===== config.mk =====
export PLATFORM = sky130hd
export DESIGN_NAME = pin_capture_bank
export DESIGN_NICKNAME = d
export VERILOG_FILES = /design/src/rtl/pcb_pkg.sv /design/src/rtl/pcb_edge_detect.sv /design/src/rtl/pcb_cell.sv /design/src/rtl/pcb_group.sv /design/src/rtl/pin_capture_bank.sv
export SDC_FILE = /design/constraint.sdc
export NUM_CORES = 1
export LEC_CHECK = 0
export ABC_AREA = 0
export BUFFER_PORTS_ARGS = -buffer_cell sky130_fd_sc_hd__buf_2
export CORE_ASPECT_RATIO = 0.5
export CORE_MARGIN = 4
export CORE_UTILIZATION = 49
export CTS_CLUSTER_DIAMETER = 200
export DETAILED_ROUTE_END_ITERATION = 7
export GPL_TIMING_DRIVEN = 0
export PLACE_DENSITY = 0.79
export SLEW_MARGIN = 10
export SYNTH_ARGS = -nofsm -noshare
export SYNTH_HDL_FRONTEND = slang
export SYNTH_HIERARCHICAL = 1
export SYNTH_SLANG_ARGS = --single-unit

===== constraint.sdc =====
create_clock -name clk -period 1.6 [get_ports clk]
set_input_delay 0.08 -clock clk [delete_from_list [all_inputs] [get_ports clk]]
set_output_delay 0.08 -clock clk [all_outputs]
set_load 0.005 [all_outputs]

===== src/rtl/pcb_pkg.sv =====
package pcb_pkg;

    typedef enum logic [1:0] {
        MODE_PASS  = 2'b00,
        MODE_LATCH = 2'b01,
        MODE_REG   = 2'b10,
        MODE_BAD   = 2'b11
    } cap_mode_e;

    typedef struct packed {
        logic tru;
        logic cmp;
    } dual_rail_t;

    function automatic dual_rail_t make_rail(input logic v);
        dual_rail_t r;
        r.tru = v;
        r.cmp = ~v;
        return r;
    endfunction

    function automatic logic mode_invalid(input cap_mode_e m);
        return (m == MODE_BAD);
    endfunction

endpackage


===== src/rtl/pcb_edge_detect.sv =====
module pcb_edge_detect (
    input  logic clk,
    input  logic rst,
    input  logic cap_lvl,
    output logic cap_rise
);
    logic cap_prev;

    always_ff @(posedge clk) begin
        if (rst) cap_prev <= 1'b0;
        else     cap_prev <= cap_lvl;
    end

    assign cap_rise = cap_lvl & ~cap_prev;

    AST_RISE_SINGLE_CYCLE: assert property (@(posedge clk) disable iff (rst)
        cap_rise |=> !cap_rise);

endmodule


===== src/rtl/pcb_cell.sv =====
module pcb_cell
    import pcb_pkg::*;
(
    input  logic       clk,
    input  logic       rst,
    input  logic       cap_lvl,
    input  logic       cap_rise,
    input  logic       pin,
    input  cap_mode_e  mode,
    input  logic       pl_en,
    input  logic       pl_val,
    output dual_rail_t rail,
    output logic       cfg_err
);
    logic held;
    logic take;
    logic value;

    always_comb begin
        unique case (mode)
            MODE_LATCH: take = cap_lvl;
            MODE_REG:   take = cap_rise;
            default:    take = 1'b0;
        endcase
    end

    always_ff @(posedge clk) begin
        if (rst)        held <= 1'b0;
        else if (pl_en) held <= pl_val;
        else if (take)  held <= pin;
    end

    always_comb begin
        unique case (mode)
            MODE_LATCH: value = cap_lvl ? pin : held;
            MODE_REG:   value = held;
            default:    value = pin;
        endcase
    end

    assign rail    = make_rail(value);
    assign cfg_err = mode_invalid(mode);

    AST_REG_LOADS_ON_RISE: assert property (@(posedge clk) disable iff (rst)
        (mode == MODE_REG && cap_rise && !pl_en) |=> (held == $past(pin)));
    AST_REG_KEEPS_OTHERWISE: assert property (@(posedge clk) disable iff (rst)
        (mode == MODE_REG && !cap_rise && !pl_en) |=> $stable(held));
    AST_LATCH_KEEPS_WHEN_LOW: assert property (@(posedge clk) disable iff (rst)
        (mode == MODE_LATCH && !cap_lvl && !pl_en) |=> $stable(held));
    AST_PRELOAD_WINS: assert property (@(posedge clk) disable iff (rst)
        pl_en |=> (held == $past(pl_val)));
    AST_BAD_CODE_PASSES: assert property (@(posedge clk) disable iff (rst)
        (mode == MODE_BAD) |-> (rail.tru == pin && cfg_err));

endmodule


===== src/rtl/pcb_group.sv =====
module pcb_group
    import pcb_pkg::*;
#(
    parameter int N_CELLS = 10
) (
    input  logic                   clk,
    input  logic                   rst,
    input  logic                   cap_lvl,
    input  logic                   cap_rise,
    input  logic [N_CELLS-1:0]     pins,
    input  logic [2*N_CELLS-1:0]   modes,
    input  logic                   pl_en,
    input  logic [N_CELLS-1:0]     pl_vals,
    output logic [N_CELLS-1:0]     out_true,
    output logic [N_CELLS-1:0]     out_comp,
    output logic [N_CELLS-1:0]     cfg_err
);
    localparam int MODE_W = 2;

    dual_rail_t rails [N_CELLS];

    for (genvar i = 0; i < N_CELLS; i++) begin : g_cell
        pcb_cell u_cell (
            .clk      (clk),
            .rst      (rst),
            .cap_lvl  (cap_lvl),
            .cap_rise (cap_rise),
            .pin      (pins[i]),
            .mode     (cap_mode_e'(modes[MODE_W*i +: MODE_W])),
            .pl_en    (pl_en),
            .pl_val   (pl_vals[i]),
            .rail     (rails[i]),
            .cfg_err  (cfg_err[i])
        );
        assign out_true[i] = rails[i].tru;
        assign out_comp[i] = rails[i].cmp;
    end

endmodule


===== src/rtl/pin_capture_bank.sv =====
module pin_capture_bank #(
    parameter int N_DED = 10,
    parameter int N_IO  = 10
) (
    input  logic                 clk,
    input  logic                 rst,
    input  logic                 cap_clk,
    input  logic [N_DED-1:0]     ded_pin,
    input  logic [2*N_DED-1:0]   ded_mode,
    input  logic [N_IO-1:0]      io_pin,
    input  logic [2*N_IO-1:0]    io_mode,
    input  logic                 preload_en,
    input  logic [N_DED-1:0]     ded_preload,
    input  logic [N_IO-1:0]      io_preload,
    output logic [N_DED-1:0]     ded_true,
    output logic [N_DED-1:0]     ded_comp,
    output logic [N_IO-1:0]      io_true,
    output logic [N_IO-1:0]      io_comp,
    output logic [N_DED-1:0]     ded_cfg_err,
    output logic [N_IO-1:0]      io_cfg_err
);
    logic cap_rise;

    pcb_edge_detect u_edge (
        .clk      (clk),
        .rst      (rst),
        .cap_lvl  (cap_clk),
        .cap_rise (cap_rise)
    );

    pcb_group #(.N_CELLS(N_DED)) u_ded (
        .clk      (clk),
        .rst      (rst),
        .cap_lvl  (cap_clk),
        .cap_rise (cap_rise),
        .pins     (ded_pin),
        .modes    (ded_mode),
        .pl_en    (preload_en),
        .pl_vals  (ded_preload),
        .out_true (ded_true),
        .out_comp (ded_comp),
        .cfg_err  (ded_cfg_err)
    );

    pcb_group #(.N_CELLS(N_IO)) u_io (
        .clk      (clk),
        .rst      (rst),
        .cap_lvl  (cap_clk),
        .cap_rise (cap_rise),
        .pins     (io_pin),
        .modes    (io_mode),
        .pl_en    (preload_en),
        .pl_vals  (io_preload),
        .out_true (io_true),
        .out_comp (io_comp),
        .cfg_err  (io_cfg_err)
    );

endmodule


[Yosys cells after proc, flatten, opt, wreduce, memory -nomap -nowiden]
Cells that the tools add are included.
Storage, ports and cells
  latch bits: 0
  flip-flop bits (word level): 21
  memory bits (read-only): 0
  output and inout bits: 60
  RAM bits: 0
  input bits: 84
  memories kept: 0
Operators by class
  eq/ne operators: 60
  $add $sub $neg: 0
  reduce and logical (&&, ||, !) cells: 20
  bitwise logic cells: 22
  $lt $le $gt $ge: 0
  divide/modulo/power cells: 0
  multiply operators: 0
  shift-type cells: 0
  mux-type cells: 100
Operators with widths (count)
  2-bit equality test, second input constant: 40
  1-bit case mux with 2 select lines: 40
  1-bit two-way mux: 60
  2-bit by 1-bit equality test with 1-bit output, second input constant: 20
  2-bit nonzero test: 20
  1-bit inverter: 21
  1-bit AND: 1

[Depth between registers and ports, before layout]
Gate-level depths: netlist of run 1.
  word-level depth: 5
  mapped depth: 5
  mapped depth without buffers: 5

[Modules after synthesis]
Netlist of run 1, hierarchy kept.
By module, submodules not included
  pcb_cell: cells an instance 20, area an instance 156.4 um2, times used 20, sequential area each 20.0 um2
  pcb_edge_detect: cells an instance 3, area an instance 47.5 um2, times used 1, sequential area each 20.0 um2

[Least setup slack after synthesis of run 1]
Ideal clock, no wire load.
  kind: reg-to-reg
  from: register u_edge.cap_prev
  to: register u_ded.g_cell[0].u_cell.held
  library setup time: 0.086 ns
  data required time: 1.514 ns
  buffers on the path: 0
  data arrival time: 1.205 ns
  cell stages (with the launch flop): 5
  period minus slack after synthesis: 1.292 ns
  setup slack: 0.308 ns
  path through: dfxtp_1 > nor2b_4 > a22oi_1 > o31a_1 > a221oi_2
Between the ends
  longest elaborated chain between the ends: 4
Ends and longest elaborated chain
  start: declaration: RTL line pcb_edge_detect.sv:7  | logic cap_prev;
  start signal: assignment: RTL line pcb_edge_detect.sv:11  | else cap_prev <= cap_lvl;
  1-bit inverter: RTL line pcb_edge_detect.sv:14  | assign cap_rise = cap_lvl & ~cap_prev;
  1-bit AND: RTL line pcb_edge_detect.sv:14
  net cap_rise: RTL line pin_capture_bank.sv:22  | logic cap_rise;
  1-bit case mux with 2 select lines: RTL line pcb_cell.sv:20  | unique case (mode)
  2-bit nonzero test (no source line)
  end signal: assignment: RTL line pcb_cell.sv:29  | else if (pl_en) held <= pl_val;
  end signal: assignment: RTL line pcb_cell.sv:30  | else if (take) held <= pin;
  end: declaration: RTL line pcb_cell.sv:15  | logic held;
The timed path passes the listed nets, and every way through them passes these cells.
A chain may end at the register's enable or synchronous reset.

[Worst setup path after layout of run 1]
  from: register u_edge.cap_prev
  to: register u_io.g_cell[8].u_cell.held
Between the ends
  longest elaborated chain between the ends: 4
Ends and longest elaborated chain (RTL line)
  1-bit inverter: pcb_edge_detect.sv:14
  1-bit AND: pcb_edge_detect.sv:14
  net cap_rise: pin_capture_bank.sv:22
  1-bit case mux with 2 select lines: pcb_cell.sv:20
  2-bit nonzero test (no source line)
  end signal: assignment: pcb_cell.sv:29
  end signal: assignment: pcb_cell.sv:30
  end: declaration: pcb_cell.sv:15
The timed path passes the listed nets, and every way through them passes these cells.

==> impl_metrics.json, run 1 <==
{
  "grt_max_degree": 64,
  "numCtsBuffers": 3,
  "setup-violations-final": 0,
  "ys_seq_elements": 21,
  "endpoint_kind": "flop",
  "avgSynthCellArea_um2": 7.88,
  "num_io_pins": 144,
  "grt_pass1_vias": 3127,
  "netlist_instances": 403,
  "fin_worst_skew_ps": 1.21,
  "rows": 20,
  "cts.hold.buffers_added": 0,
  "p_leak_uw": 0.00234,
  "wl_per_cell_um": 12.0,
  "rsz0062_at_grt": "no",
  "hpwl_mm": 6.03,
  "postRouteWirelength_mm": 7.69,
  "outcome": "finished, final reports clean",
  "fin_crit_sh": 0.930,
  "htreeDepth": 1,
  "clkTransAtPathRegs_ps": 60,
  "fp.dieW_um": 122,
  "cp_max_fo": 10,
  "drt_iter0_drc": 132,
  "routed-via-count": 3276,
  "nets": 696,
  "drive_gt1_frac": 0.343,
  "async_flop_share": 0,
  "start_kind": "flop",
  "yosys-top-cells-count": "140 x inv_1, 60 x ha_1, 40 x a21oi_1",
  "grt_util_all_layers": 0.190,
  "min_path_cells": 3,
  "insertion_delay_ps": 250,
  "dp.cells": 634,
  "crit_arrival_ps": 1650,
  "detail_route.first_pass.iterations": 4,
  "irDropWorstVdd_mv": 0.465,
  "synth_nets": 547,
  "cts_sinks": 21,
  "r2r-start": "u_edge/cap_prev",
  "die_h_um": 64.9,
  "num_antenna_cells": 0,
  "grt_pass1_wl_mm": 12.9,
  "worstMarginPinSlew_ps": 902,
  "yosysTopAreaCell": "ha_1",
  "clock.fmax_mhz": 672,
  "cts_tree": "built",
  "ys_warn_count": 6,
  "numPortBuffers": 143,
  "hold_path.class": "input pin to flop",
  "avgViaCountPerCell": 5.13,
  "maxSlewViolCount": 0,
  "synthToLayoutAreaGrowth_pct": 29.1,
  "place_ws_ps": -842,
  "r2r-end": "u_io/g_cell[8].u_cell/held",
  "initial_core_util": 0.514,
  "post-synth-top-count-cell": "inv_1",
  "gr-total-overflow": 0,
  "final_cells": 639,
  "ys_seq_area_frac": 0.132,
  "synth_top_cell_area_share": 0.236,
  "maxCapViolCount": 0,
  "post_cts_buffers": 0,
  "gp_congestion": 0.798,
  "drc": 0,
  "relSlewSlack": 0.398,
  "ys_types": 12,
  "clockBufferDepth": 2,
  "place_area_um2": 4000,
  "die_area_um2": 7910,
  "final_cell_area_um2": 4100,
  "hp-start": "ded_preload[6]",
  "netlist_area_um2": 3180,
  "cp.required_ps": 1760,
  "synthFlopType": "dfxtp_1",
  "rrSetupSlack_ps": 110,
  "powerDensity_nw_per_um2": 513,
  "clockRootBuffer": "clkbuf_16",
  "fin_ws_ps": 112,
  "coreArea_um2": 6180,
  "min_to": "u_ded/g_cell[6].u_cell/held",
  "min_period_ps": 1490,
  "hold_viol": 0,
  "yosys-top-cells-area": "ha_1 24%, inv_1 17%, dfxtp_1 13%",
  "worstSetupPathType": "flop to flop",
  "postRouteAntennaNets": 0,
  "antenna_found_initial": 0,
  "r2r_cells": 4,
  "synth_edf_count": 0
}
cell type report:
type                       count  area (µm²)
buffer                        20         150
inverter                     140         526
timing repair buffer         143         722
fill                         588        2080
sequential                    21         420
clock buffer                   4        78.8
multi-input combinational    223        2090
tap                           88         110
kinds of logic (layout without fill, tap and decap cells):
group / Yosys count / after routing / share of synthesized area
AOI/OAI and AO/OA: 160 / 160 / 0.410
buffers and inverters: 160 / 307 / 0.213
adders and majority gates: 60 / 60 / 0.236
DFF: 21 / 21 / 0.132
and+or+nand+nor: 2 / 3 / 0.00867
routing by layer:
metal / vias to the layer above / share of wire / GRT usage
met5: - / 0 / 0
met3: 8 / 0.055 / 0.0296
met1: 1491 / 0.42 / 0.226
li1: 1698 / - / -
met4: 0 / 0.012 / 0.0377
met2: 79 / 0.51 / 0.364
per-stage QoR:
| step | setup TNS, ps | total power, µW | hold slack, ps | utilization |
|---|---|---|---|---|
| floorplan | 0 | 1190 | 144 | - |
| global placement | -15280 | 1560 | 342 | 0.647 |
| detailed placement | -16360 | 1580 | 348 | 0.647 |
| CTS | 0 | 2120 | 80.1 | 0.663 |
| global route | 0 | 2270 | 81.3 | 0.663 |
| finish | 0 | 2100 | 83.4 | 0.663 |
critical path: stages, from the launching register on:
cell and delay [ps]:
dfxtp_1 370, nor2b_4 340, a22oi_1 160, o31a_1 280, a221oi_2 250
worst max-delay path by stage:
stage	start	end	slack [ps]
6_report	u_edge/cap_prev	u_io/g_cell[8].u_cell/held	110
3_5_place_dp	cap_clk	u_io/g_cell[8].u_cell/held	-840
5_1_grt	u_edge/cap_prev	u_io/g_cell[8].u_cell/held	20
2_1_floorplan	u_edge/cap_prev	u_ded/g_cell[0].u_cell/held	310
4_1_cts	cap_clk	u_io/g_cell[8].u_cell/held	4
3_3_place_gp	cap_clk	u_ded/g_cell[9].u_cell/held	-780
power breakdown:
| part | leakage (µW) | internal, µW | switching, µW |
|---|---|---|---|
| logic | 0.00213 | 481 | 516 |
| clock network | 0.0000382 | 339 | 185 |
| registers | 0.000175 | 563 | 19.2 |
| total | 0.00234 | 1380 | 720 |
cell usage in the layout, fill, tap and decap left out, drive strengths merged:
cell type / n
o21ai: 20
dfxtp: 21
a221oi: 20
nor2b: 3
o32ai: 20
buf: 163
ha: 60
a22oi: 20
clkbuf: 4
o32a: 20
a21oi: 40
inv: 140
o31a: 20
state kept, by name (all words and copies together), names as in the netlist:
signal / flops
u_io/g_cell.u_cell/held: 10
u_edge/cap_prev: 1
u_ded/g_cell.u_cell/held: 10
what timing repair did:
action,CTS,global route
gates cloned,1,0
setup endpoints to repair,39,20
gates resized for setup,2,1
(Power assumes the default switching activity.)
==> inputs of run 2 (changes only) <==
--- a/config.mk
+++ b/config.mk
@@ -9,11 +9,11 @@
 export BUFFER_PORTS_ARGS = -buffer_cell sky130_fd_sc_hd__buf_2
 export CORE_ASPECT_RATIO = 0.5
 export CORE_MARGIN = 4
-export CORE_UTILIZATION = 49
+export CORE_UTILIZATION = 52
 export CTS_CLUSTER_DIAMETER = 200
 export DETAILED_ROUTE_END_ITERATION = 7
 export GPL_TIMING_DRIVEN = 0
-export PLACE_DENSITY = 0.79
+export PLACE_DENSITY = 0.83
 export SLEW_MARGIN = 10
 export SYNTH_ARGS = -nofsm -noshare
 export SYNTH_HDL_FRONTEND = slang
==> constraint.sdc (replaced) <==
create_clock -name clk -period 1.8 [get_ports clk]
set_input_delay 0.09 -clock clk [delete_from_list [all_inputs] [get_ports clk]]
set_output_delay 0.09 -clock clk [all_outputs]
set_load 0.005 [all_outputs]
==> run 2 against run 1 <==
- clock power fell by 10%
- routed wire length rose by 0.48%
- largest cell class unchanged
- sequential power fell by 11%
- clock skew rose by 3.3 ps
- utilization rose by 5.3 points
- global-route usage rose by 0.32 points
- clock-buffer cell count did not move
- flip-flop and latch count did not move
- first-iteration DRC count rose by 14%
- register-to-register slack improved by 80 ps
==> impl_metrics.json, run 2 (synthesized netlist as in run 1, its figures left out) <==
{
  "outcome": "finished, final reports clean",
  "cp_cell_sequence": "buf_6 -> nor2b_4 -> a22oi_1 -> o31a_1 -> a221oi_2",
  "numCtsBuffers": 3,
  "reg_top3": "u_ded/g_cell.u_cell/held (10), u_io/g_cell.u_cell/held (10), u_edge/cap_prev (1)",
  "cts_sinks": 21,
  "gr-total-overflow": 0,
  "worstSetupPathType": "input pin to flop",
  "multi_input_area_um2": 2080,
  "grt_pass1_wl_mm": 12.8,
  "min_period_ps": 1630,
  "maxCapViolCount": 0,
  "rrSetupSlack_ps": 190,
  "irDropWorstVdd_mv": 0.291,
  "final_cell_area_um2": 4070,
  "p_total_uw": 1870,
  "hold_path.class": "input pin to flop",
  "slowest_delay_ps": 600,
  "rsz0062_at_grt": "no",
  "postRouteAntennaNets": 0,
  "post_cts_buffers": 0,
  "clockRootBuffer": "clkbuf_16",
  "initial_core_util": 0.559,
  "p_leak_uw": 0.00233,
  "wl_met3_um": 431,
  "drc": 0,
  "fin_crit_sh": 0.908,
  "die_h_um": 63.3,
  "rows": 19,
  "gp_congestion": 0.775,
  "fillCellCount": 508,
  "cp.buffers_inverters": 1,
  "cp_max_fo": 62,
  "final_common_cell": "buf_2",
  "place_ws_ps": -615,
  "grt_max_degree": 63,
  "r2r_cells": 4,
  "antenna_found_initial": 0,
  "drt_iter0_drc": 150,
  "worstMarginPinSlew_ps": 908,
  "num_io_pins": 144,
  "htreeDepth": 1,
  "ff_latch_area_um2": 420,
  "die_area_um2": 7500,
  "avgViaCountPerCell": 5.28,
  "wl_per_cell_um": 12.4,
  "r2r-start": "u_edge/cap_prev",
  "worst_path_max_delay_cell": "nor2b_4",
  "most-common-layout-cells": "142 x buf_2, 140 x inv_1, 60 x ha_1, 40 x a21oi_1, 21 x dfxtp_1",
  "routed.top_layer": "met4",
  "routed-via-count": 3288,
  "place_area_um2": 3980,
  "min_path_cells": 3,
  "cp_top_family": "compound AO/OA/AOI/OAI gates",
  "setup-violations-final": 0,
  "crit_arrival_ps": 1800,
  "fp.dieW_um": 119,
  "drive_gt1_frac": 0.342,
  "r2r-end": "u_ded/g_cell[2].u_cell/held",
  "fin_ws_ps": 166,
  "clock.fmax_mhz": 612,
  "drt-met1-wl_mm": 3.36,
  "num_antenna_cells": 0,
  "hp-start": "ded_preload[1]",
  "powerDensity_nw_per_um2": 460,
  "endpoint_kind": "flop",
  "maxSlewViolCount": 0,
  "start_kind": "input pin",
  "numPortBuffers": 143,
  "met2_length_mm": 3.86,
  "clockBufferDepth": 2,
  "fin_worst_skew_ps": 4.55,
  "cts.hold.buffers_added": 0,
  "postRouteWirelength_mm": 7.73,
  "grt_pass1_vias": 3047,
  "cp-startpoint": "cap_clk",
  "cts_tree": "built",
  "insertion_delay_ps": 250,
  "coreArea_um2": 5680,
  "clkTransAtPathRegs_ps": 60,
  "cp.required_ps": 1970,
  "grt_util_all_layers": 0.194,
  "hold_viol": 0,
  "hpwl_mm": 5.96,
  "nets": 695,
  "synthToLayoutAreaGrowth_pct": 28.1,
  "relSlewSlack": 0.395,
  "fin_hold_ws_ps": 91.7,
  "detail_route.first_pass.iterations": 4,
  "min_to": "u_ded/g_cell[1].u_cell/held"
}
[run 2: worst register-to-register path: cells and delay by family (launching register included)]
family	cells	cell delay, ps
AOI/OAI and AO/OA	3	730
DFF	1	320
and+or+nand+nor	1	480
[run 2: worst max-delay path by stage]
| stage | end | slack (ps) | depth (start not counted) |
|---|---|---|---|
| after global routing | u_io/g_cell[8].u_cell/held | 30 | 5 |
| after detailed placement | u_ded/g_cell[2].u_cell/held | -610 | 5 |
| final | u_ded/g_cell[2].u_cell/held | 170 | 5 |
| after CTS | u_ded/g_cell[2].u_cell/held | 150 | 4 |
| after global placement | u_ded/g_cell[1].u_cell/held | -590 | 5 |
| after floorplan | u_ded/g_cell[0].u_cell/held | 510 | 4 |
[run 2: cell type report]
type | instances | share of cell area
multi-input combinational | 222 | 0.511
timing repair buffer | 143 | 0.177
inverter | 140 | 0.129
sequential | 21 | 0.103
buffer | 20 | 0.0369
tap | 73 | 0.0225
clock buffer | 4 | 0.0194
[run 2: through the flow]
stage          setup TNS (ps)  utilization  cells
3_5_place_dp           -11710        0.701    619
2_1_floorplan               0            -    403
3_3_place_gp           -11520        0.701    619
5_1_grt                     0        0.716    623
4_1_cts                     0        0.716    623
6_report                    0        0.716    623
[run 2: repair_timing]
action / 4_1_cts / 5_1_grt
endpoints found under the hold margin: 0 / 0
resized for setup: 2 / 0
setup endpoints to repair: 20 / 0
[run 2: report_power, final]
group	switching [µW]	leakage [µW]	total (µW)	internal, µW
Sequential	15.0	0.000175	516	501
Combinational	461	0.00212	886	426
Clock	168	0.0000382	469	302
Total	643	0.00233	1870	1230
[run 2: per-layer routing]
layer | track usage | vias up
li1 | - | 1694
met1 | 0.226 | 1507
met2 | 0.376 | 79
met3 | 0.0322 | 8
met4 | 0.0375 | 0
met5 | 0 | -
==> inputs of run 3 (changes only) <==
--- a/config.mk
+++ b/config.mk
@@ -7,14 +7,14 @@
 export LEC_CHECK = 0
 export ABC_AREA = 0
 export BUFFER_PORTS_ARGS = -buffer_cell sky130_fd_sc_hd__buf_2
-export CORE_ASPECT_RATIO = 0.5
+export CORE_ASPECT_RATIO = 0.6
 export CORE_MARGIN = 4
 export CORE_UTILIZATION = 52
 export CTS_CLUSTER_DIAMETER = 200
 export DETAILED_ROUTE_END_ITERATION = 7
 export GPL_TIMING_DRIVEN = 0
 export PLACE_DENSITY = 0.83
-export SLEW_MARGIN = 10
+export SLEW_MARGIN = 20
 export SYNTH_ARGS = -nofsm -noshare
 export SYNTH_HDL_FRONTEND = slang
 export SYNTH_HIERARCHICAL = 1
==> run 3 against run 2 <==
- final cell count up 1.3%
- first-iteration DRC count decreased by 1.3%
- fmax up 1.9%
- clock-buffer cell count stayed put
- critical path type unchanged
- worst setup slack gained 31 ps
- sequential share of layout area barely moved
- utilization down 1.2 points
- largest cell class unchanged
- combinational power up 1%
- design area down 0.37%
- critical path depth unchanged
- sequential power about the same
- non-clock buffer count unchanged
==> impl_metrics.json, run 3 (synthesized netlist as in run 1, its figures left out) <==
{
  "hp-start": "ded_preload[3]",
  "clock.fmax_mhz": 624,
  "fp.dieW_um": 109,
  "cp_cell_sequence": "buf_4 -> nor2b_4 -> a22oi_1 -> o31a_1 -> a221oi_2",
  "worstMarginPinSlew_ps": 874,
  "hpwl_mm": 6.32,
  "setup-violations-final": 0,
  "avgViaCountPerCell": 5.28,
  "gr-total-overflow": 0,
  "fin_ws_ps": 197,
  "fillCellCount": 466,
  "grt_max_degree": 63,
  "slowest_delay_ps": 490,
  "postRouteAntennaNets": 0,
  "worstSetupPathType": "input pin to flop",
  "num_io_pins": 144,
  "nets": 696,
  "outcome": "finished, final reports clean",
  "routed-via-count": 3333,
  "die_h_um": 68.5,
  "cp_top_family": "compound AO/OA/AOI/OAI gates",
  "rrSetupSlack_ps": 280,
  "initial_core_util": 0.552,
  "min_period_ps": 1600,
  "gp_congestion": 0.797,
  "cp_max_fo": 63,
  "fin_hold_ws_ps": 81.3,
  "cp.required_ps": 1970,
  "dp.cells": 626,
  "endpoint_kind": "flop",
  "r2r-end": "u_io/g_cell[8].u_cell/held",
  "die_area_um2": 7460,
  "most-common-layout-cells": "142 x buf_2, 140 x inv_1, 60 x ha_1, 40 x a21oi_1",
  "num_antenna_cells": 0,
  "relSlewSlack": 0.418,
  "coreArea_um2": 5750,
  "synthToLayoutAreaGrowth_pct": 27.6,
  "reg_top3": "u_ded/g_cell.u_cell/held (10), u_io/g_cell.u_cell/held (10), u_edge/cap_prev (1)",
  "min_path_cells": 3,
  "rsz0062_at_grt": "no",
  "fin_crit_sh": 0.891,
  "cp.buffers_inverters": 1,
  "grt_pass1_wl_mm": 12.3,
  "powerDensity_nw_per_um2": 427,
  "detail_route.first_pass.iterations": 6,
  "r2r_cells": 4,
  "place_ws_ps": -602,
  "final_common_cell": "buf_2",
  "clkTransAtPathRegs_ps": 80,
  "insertion_delay_ps": 270,
  "worst_path_max_delay_cell": "nor2b_4",
  "drt_iter0_drc": 148,
  "irDropWorstVdd_mv": 0.262,
  "numPortBuffers": 143,
  "antenna_found_initial": 0,
  "hold_viol": 0,
  "numCtsBuffers": 3,
  "rows": 21,
  "grt_util_all_layers": 0.201,
  "cts_tree": "built",
  "crit_arrival_ps": 1780,
  "final_cells": 631,
  "fin_worst_skew_ps": 7.27,
  "grt_pass1_vias": 2963,
  "htreeDepth": 1,
  "p_leak_uw": 0.00232,
  "start_kind": "input pin",
  "maxSlewViolCount": 0,
  "drc": 0,
  "wl_per_cell_um": 12.9,
  "maxCapViolCount": 0,
  "p_total_uw": 1730,
  "clockRootBuffer": "clkbuf_8",
  "cts_sinks": 21,
  "postRouteWirelength_mm": 8.14,
  "drive_gt1_frac": 0.343,
  "clockBufferDepth": 2,
  "hold_path.class": "input pin to flop",
  "fin_util": 0.704,
  "r2r-start": "u_edge/cap_prev",
  "min_to": "u_ded/g_cell[3].u_cell/held"
}
[run 3: changes by cell type in the layout (fill, tap and decap cells not counted), sizes merged]
cell,change
nor2b,+1
[run 3: power breakdown]
part	leakage [µW]	internal (µW)	switching (µW)
logic	0.00212	427	469
clock network	0.0000228	158	159
registers	0.000175	500	16.9
total	0.00232	1090	645
[run 3: routing by layer]
metal	share of wire	global-route usage
met2	0.44	0.375
met3	0.094	0.0465
met5	0	0
met1	0.46	0.243
met4	0.0055	0.0331
[run 3: worst max-delay path by stage]
stage / from / to / slack (ps) / cells after the start
5_1_grt: cap_clk / u_io/g_cell[5].u_cell/held / 90 / 5
3_3_place_gp: cap_clk / u_ded/g_cell[2].u_cell/held / -560 / 5
4_1_cts: cap_clk / u_io/g_cell[8].u_cell/held / 50 / 5
3_5_place_dp: cap_clk / u_io/g_cell[8].u_cell/held / -600 / 5
6_report: cap_clk / u_io/g_cell[8].u_cell/held / 200 / 5
2_1_floorplan: u_edge/cap_prev / u_ded/g_cell[0].u_cell/held / 510 / 4
[run 3: what timing repair did]
item / 4_1_cts / 5_1_grt
hold buffers: 0 / 0
setup endpoints to repair: 20 / 20
gates resized for setup: 1 / 1
gates cloned: 0 / 1
buffers inserted: 0 / 0
pin swaps: 0 / 0
[run 3: final cells by class]
type | instances | area [µm²] | share of cell area
buffer | 20 | 150 | 0.0370
sequential | 21 | 420 | 0.104
timing repair buffer | 143 | 718 | 0.177
tap | 80 | 100 | 0.0247
inverter | 140 | 526 | 0.130
multi-input combinational | 223 | 2090 | 0.517
clock buffer | 4 | 45.0 | 0.0111
[run 3: through the flow]
step / cell area, µm² / setup TNS [ps]
after floorplan: 3180 / 0
after global placement: 3990 / -10940
after detailed placement: 3990 / -11430
after CTS: 4040 / 0
after global routing: 4050 / 0
final: 4050 / 0
[run 3: worst reg2reg max path, cell delays in order, from the launching register on]
cell and delay, ps:
dfxtp_1 370, nor2b_4 360, a22oi_1 180, o31a_1 280, a221oi_2 240
